`src/rtl/seqcmd_pkg.sv`:
```
package seqcmd_pkg;

   typedef enum logic [1:0] {
      CMD_NONE   = 2'd0,
      CMD_STORE  = 2'd1,
      CMD_RECALL = 2'd2,
      CMD_ASDIS  = 2'd3
   } cmd_e;

   localparam int PREFIX_LEN = 5;
   localparam int CMP_HI     = 14;
   localparam int CMP_LO     = 2;

   // Unlock key: prefix steps 0..4, then the three command finals 5..7
   function automatic logic [15:0] key_of(input int idx);
      case (idx)
         0:       key_of = 16'h4E38;
         1:       key_of = 16'hB1C7;
         2:       key_of = 16'h83E0;
         3:       key_of = 16'h7C1F;
         4:       key_of = 16'h703F;
         5:       key_of = 16'h8FC0;
         6:       key_of = 16'h4C63;
         default: key_of = 16'h8B45;
      endcase
   endfunction

endpackage

```
`src/rtl/seqcmd_edge.sv`:
```
module seqcmd_edge #(
   parameter int W = 2
) (
   input  logic         clk,
   input  logic         rst,
   input  logic [W-1:0] lvl,
   output logic [W-1:0] rise
);
   logic [W-1:0] prev_q;

   always_ff @(posedge clk) begin
      if (rst) prev_q <= '1;
      else     prev_q <= lvl;
   end

   for (genvar g = 0; g < W; g++) begin : g_bit
      assign rise[g] = lvl[g] & ~prev_q[g];
   end
endmodule

```
`src/rtl/seqcmd_match.sv`:
```
module seqcmd_match
   import seqcmd_pkg::*;
#(
   parameter int AW = 19
) (
   input  logic [AW-1:0]         addr,
   output logic [PREFIX_LEN-1:0] step_hit,
   output cmd_e                  fin_cmd
);
   localparam int CW = CMP_HI - CMP_LO + 1;

   if (AW <= CMP_HI) begin : g_bad_aw
      $error("seqcmd_match: AW must exceed %0d", CMP_HI);
   end

   logic [CW-1:0] field;
   logic [2:0]    fin_hit;

   assign field = addr[CMP_HI:CMP_LO];

   for (genvar g = 0; g < PREFIX_LEN; g++) begin : g_prefix
      localparam logic [15:0] K = key_of(g);
      assign step_hit[g] = (field == K[CMP_HI:CMP_LO]);
   end

   for (genvar f = 0; f < 3; f++) begin : g_final
      localparam logic [15:0] K = key_of(PREFIX_LEN + f);
      assign fin_hit[f] = (field == K[CMP_HI:CMP_LO]);
   end

   always_comb begin
      if (fin_hit[0])      fin_cmd = CMD_STORE;
      else if (fin_hit[1]) fin_cmd = CMD_RECALL;
      else if (fin_hit[2]) fin_cmd = CMD_ASDIS;
      else                 fin_cmd = CMD_NONE;
   end
endmodule

```
`src/rtl/seqcmd_quiet.sv`:
```
module seqcmd_quiet #(
   parameter int T_SS = 16
) (
   input  logic clk,
   input  logic rst,
   input  logic run,
   output logic done
);
   localparam int TW = (T_SS < 2) ? 1 : $clog2(T_SS);
   localparam logic [TW-1:0] LAST = TW'(T_SS - 1);

   if (T_SS < 1) begin : g_bad_tss
      $error("seqcmd_quiet: T_SS must be at least 1");
   end

   logic [TW-1:0] cnt_q;

   assign done = run && (cnt_q == LAST);

   always_ff @(posedge clk) begin
      if (rst || !run)  cnt_q <= '0;
      else if (!done)   cnt_q <= cnt_q + 1'b1;
   end

   AST_TIMER_BOUND: assert property (@(posedge clk) disable iff (rst)
      cnt_q <= LAST);
endmodule

```
`src/rtl/seqcmd_detector.sv`:
```
module seqcmd_detector
   import seqcmd_pkg::*;
#(
   parameter int AW   = 19,
   parameter int T_SS = 16
) (
   input  logic          clk,
   input  logic          rst,
   input  logic          sel,
   input  logic          wr,
   input  logic          rd_done,
   input  logic [AW-1:0] addr,
   output logic          store_o,
   output logic          recall_o,
   output logic          asdis_o,
   output logic          abort_o
);
   localparam int SW = $clog2(PREFIX_LEN + 1);
   localparam logic [SW-1:0] LAST_STEP = SW'(PREFIX_LEN);

   logic [1:0]            rise;
   logic                  rd_ev, wr_ev, access;
   logic [PREFIX_LEN-1:0] step_hit;
   cmd_e                  fin_cmd;
   logic [SW-1:0]         step_q;
   logic                  wait_q;
   cmd_e                  pend_q;
   logic                  quiet_done;
   logic                  busy;

   seqcmd_edge #(.W(2)) i_edge (
      .clk  (clk),
      .rst  (rst),
      .lvl  ({sel & wr, rd_done}),
      .rise (rise)
   );

   assign rd_ev  = rise[0] & sel & ~wr;
   assign wr_ev  = rise[1];
   assign access = rd_ev | wr_ev;
   assign busy   = wait_q || (step_q != '0);

   seqcmd_match #(.AW(AW)) i_match (
      .addr     (addr),
      .step_hit (step_hit),
      .fin_cmd  (fin_cmd)
   );

   seqcmd_quiet #(.T_SS(T_SS)) i_quiet (
      .clk  (clk),
      .rst  (rst),
      .run  (wait_q),
      .done (quiet_done)
   );

   always_ff @(posedge clk) begin
      if (rst) begin
         step_q   <= '0;
         wait_q   <= 1'b0;
         pend_q   <= CMD_NONE;
         store_o  <= 1'b0;
         recall_o <= 1'b0;
         asdis_o  <= 1'b0;
         abort_o  <= 1'b0;
      end else begin
         store_o  <= 1'b0;
         recall_o <= 1'b0;
         asdis_o  <= 1'b0;
         abort_o  <= 1'b0;
         if (wait_q) begin
            if (access) begin
               abort_o <= 1'b1;
               wait_q  <= 1'b0;
               step_q  <= (rd_ev && step_hit[0]) ? SW'(1) : '0;
            end else if (quiet_done) begin
               store_o  <= (pend_q == CMD_STORE);
               recall_o <= (pend_q == CMD_RECALL);
               asdis_o  <= (pend_q == CMD_ASDIS);
               wait_q   <= 1'b0;
               step_q   <= '0;
            end
         end else if (wr_ev) begin
            abort_o <= (step_q != '0);
            step_q  <= '0;
         end else if (rd_ev) begin
            if (step_q == LAST_STEP && fin_cmd != CMD_NONE) begin
               wait_q <= 1'b1;
               pend_q <= fin_cmd;
               step_q <= '0;
            end else if (step_q != LAST_STEP && step_hit[step_q]) begin
               step_q <= step_q + 1'b1;
            end else begin
               abort_o <= (step_q != '0);
               step_q  <= step_hit[0] ? SW'(1) : '0;
            end
         end
      end
   end

   AST_ONE_PULSE: assert property (@(posedge clk) disable iff (rst)
      $onehot0({store_o, recall_o, asdis_o, abort_o}));
   AST_WRITE_ABORTS: assert property (@(posedge clk) disable iff (rst)
      (wr_ev && busy) |=> abort_o);
   AST_CMD_AFTER_QUIET: assert property (@(posedge clk) disable iff (rst)
      $rose(store_o | recall_o | asdis_o) |-> !$past(access));
   AST_IDLE_AFTER_CMD: assert property (@(posedge clk) disable iff (rst)
      (store_o | recall_o | asdis_o) |-> !busy);
   AST_STEP_RANGE: assert property (@(posedge clk) disable iff (rst)
      step_q <= LAST_STEP);
endmodule

```
`config.mk`:
```
export PLATFORM = sky130hd
export DESIGN_NAME = seqcmd_detector
export DESIGN_NICKNAME = d
export VERILOG_FILES = /design/src/rtl/seqcmd_pkg.sv /design/src/rtl/seqcmd_edge.sv /design/src/rtl/seqcmd_match.sv /design/src/rtl/seqcmd_quiet.sv /design/src/rtl/seqcmd_detector.sv
export SDC_FILE = /design/constraint.sdc
export NUM_CORES = 1
export LEC_CHECK = 0
export ABC_AREA = 1
export BUFFER_PORTS_ARGS = -buffer_cell sky130_fd_sc_hd__buf_2
export CAP_MARGIN = 20
export CORE_ASPECT_RATIO = 0.75
export CORE_MARGIN = 1
export CORE_UTILIZATION = 51
export DETAILED_ROUTE_END_ITERATION = 7
export HOLD_SLACK_MARGIN = 0.08
export MAX_ROUTING_LAYER = met4
export PLACE_DENSITY = 0.85
export SYNTH_ARGS = -nofsm -noshare
export SYNTH_HDL_FRONTEND = slang
export SYNTH_SLANG_ARGS = --single-unit
export TNS_END_PERCENT = 1
```
`constraint.sdc`:
```
create_clock -name clk -period 1.8 [get_ports clk]
set_input_delay 0.36 -clock clk [delete_from_list [all_inputs] [get_ports clk]]
set_output_delay 0.36 -clock clk [all_outputs]
set_load 0.03 [all_outputs]
```
==> impl_metrics.tcl <==
set metrics [dict create \
    finalCriticalPeriod_ns 1.532 \
    ys_ff_latch 16 \
    start_kind "flop" \
    cts_setup_buffers 0 \
    cts.htree.levels 1 \
    grt_usage_pct 23.73 \
    hpwlAfterDp_um 1959 \
    detail_route.wl_per_cell_um 11.16 \
    synth_flop_cell "dfxtp_1" \
    synth_top_area_share_pct 30.33 \
    fin_crit_sh_pct 85.08 \
    crit_fanout 5 \
    synth_edf_count 0 \
    cts.reportedPaths.clkPinSlew_ns 0.09 \
    rows 13 \
    grt_use_met2_pct 33.17 \
    start_util_pct 57.45 \
    placedCellCount 204 \
    drv_cap 0 \
    ant_nets 0 \
    grt_max_degree 10 \
    cts_resized 0 \
    grt_pass1_wl_um 3850 \
    netlist_top_cells_area "dfxtp_1 (30%), nand2_1 (11%), inv_1 (7.8%), nor2_1 (7.5%), ha_1 (4.7%)" \
    status "finished, final reports clean" \
    drtPass1Iterations 4 \
    finClkSkew_ns 0.003905 \
    crit_required_ns 1.98 \
    fill_cells 175 \
    p_int_mw 0.5168 \
    area_growth_pct 15.99 \
    p_sw_share_pct 24.89 \
    relSlewSlack_pct 78.58 \
    ctsHoldBuffers 0 \
    power.density_mw_per_mm2 561.7 \
    cts.sinks 16 \
    pwr-share-clk_pct 33.8 \
    avgSynthCellArea_um2 6.559 \
    ys_warn_count 0 \
    max_freq_ghz 0.6529 \
    cts_tree "yes" \
    fin_tns_setup_ns 0 \
    drc 0 \
    ys_types 28 \
    crit_type "flop to flop" \
    slew_viol_final 0 \
    rr_worst_depth 8 \
    viasPerCell 5.264 \
    hp-class "input pin to flop" \
    dieArea_mm2 0.002258 \
    power.share.sequential_pct 52.5 \
    yosysSeqAreaShare_pct 30.33 \
    gr-usage-met1_pct 35.28 \
    min_path_cells 2 \
    arrival_ns 1.71 \
    nets 215 \
    syn_area_mm2 0.001056 \
    clock_tree.root_cell "clkbuf_4" \
    overflow 0 \
    cts_buffers 3 \
    cts_buffer_depth 2 \
    drive_gt1_share_pct 24.73 \
    tightest_slew_ns 0.3179 \
    layout.cells.non_filler 208 \
    synthCells 161 \
    place_congestion 0.9923 \
    clk_latency_ns 0.28 \
    port_buffers 21 \
    grt_antenna_before_repair 0 \
    synth_area_leader_cell "dfxtp_1" \
    grt_busiest_layer "met1" \
    core_mm2 0.001838 \
    setup_viol 0 \
    comb_power_share_pct 13.7 \
    drt_iter0_drc 38 \
    vias 1095 \
    num_io_pins 28 \
    power_leakage_nw 0.6119 \
    drt_wl_total_um 2322 \
    n_antenna_cell 0 \
    die_w_um 54.55 \
    rsz0062_at_grt "false" \
    fp.dieH_um 41.41 \
    ir_drop_uv 518.7 \
    endpoint_kind "flop" \
    grtUsageMet3_pct 7.692 \
    synthesis.nets 189 \
    final_hold_viol_count 0 \
    switching_power_mw 0.1712 \
    grt_pass1_vias 937 \
    async_flop_share_pct 0 \
]
[path summary, 6_finish.rpt]
check	to	from	slack, ns
max	step_q[0]$_SDFFE_PP0P_	step_q[1]$_SDFFE_PP0P_	0.27
min	i_edge.prev_q[0]$_SDFF_PP1_	rd_done	0.27
max reg2reg	step_q[0]$_SDFFE_PP0P_	step_q[1]$_SDFFE_PP0P_	0.27
min reg2reg	store_o$_SDFF_PP0_	pend_q[1]$_SDFFE_PP0P_	0.42
[power by group through the flow]
stage | logic (mW) | clock network (mW) | registers, mW
after CTS | 0.0936 | 0.236 | 0.361
after floorplan | 0.0509 | 0 | 0.369
after detailed placement | 0.0930 | 0 | 0.369
after global placement | 0.0900 | 0 | 0.369
final | 0.0943 | 0.233 | 0.361
after global routing | 0.107 | 0.258 | 0.362
[through the flow]
step | power, mW | worst slack [ns] | area, um^2 | utilization (%) | hold WS, ns
3_3_place_gp | 0.4590 | 0.2259 | 1189 | 64.67 | 0.4019
6_report | 0.6880 | 0.2685 | 1225 | 66.64 | 0.2721
2_1_floorplan | 0.4197 | 0.4387 | 1056 | - | 0.3975
3_5_place_dp | 0.4625 | 0.1933 | 1189 | 64.67 | 0.4121
4_1_cts | 0.6903 | 0.2676 | 1225 | 66.64 | 0.2707
5_1_grt | 0.7261 | 0.1387 | 1225 | 66.64 | 0.2670
[kinds of logic after synthesis]
family | Yosys count | synth area share (%)
buffers and inverters | 26 | 9.241
AOI/OAI and AO/OA | 19 | 9.716
adders and majority gates | 4 | 4.740
and+or+nand+nor | 93 | 43.49
DFF | 16 | 30.33
xor gates and xnor gates | 3 | 2.489
[cells in the final DEF (no fill, tap or decap), types with 2 or more instances in the layout]
master	Yosys	routed
dfxtp_1	16	16
nor3_1	6	6
o21ai_0	5	5
inv_1	22	22
inv_2	3	3
o21ai_1	2	2
xnor2_1	2	2
nand2_2	8	8
nand4_1	5	5
nor2_2	3	3
ha_1	4	4
nand3_1	10	10
nor2_1	21	21
a21oi_1	9	9
nand2_1	31	31
clkbuf_4	0	3
buf_2	0	21
nand3_2	2	2
[state kept, by name, indices dropped and copies added, names as in the netlist]
register	cells
i_edge.prev_q	2
wait_q	1
asdis_o	1
step_q	3
store_o	1
abort_o	1
i_quiet.cnt_q	4
recall_o	1
pend_q	2
[layout make-up]
class | instances | area (um^2) | area share [%]
clock buffer | 4 | 36.28 | 2.962
tap | 22 | 27.53 | 2.247
multi-input combinational | 119 | 638.1 | 52.09
timing repair buffer | 21 | 105.1 | 8.580
inverter | 26 | 97.59 | 7.967
sequential | 16 | 320.3 | 26.15
[critical path, cell delays in order (launching register included)]
cell	delay [ns]
dfxtp_1	0.42
inv_1	0.11
ha_1	0.22
nor4_2	0.29
nand2_2	0.11
nand2_2	0.10
nand2_1	0.05
nand3_1	0.07
a21oi_1	0.06
[cells in the mapped netlist (3+ instances only)]
cell and n:
a21oi_1 9, dfxtp_1 16, nor2_1 21, nand2_1 31, nor3_1 6, nand4_1 5, nand2_2 8, inv_2 3
ha_1 4, o21ai_0 5, nor2_2 3, nand3_1 10, inv_1 22
[layer usage]
layer  share of wire, %  up-vias
met4                  0        0
met3                7.2        0
met5                  0        -
li1                   -      572
met2                 41       36
met1                 51      487
Note: power is estimated with default switching activity, not from simulation.
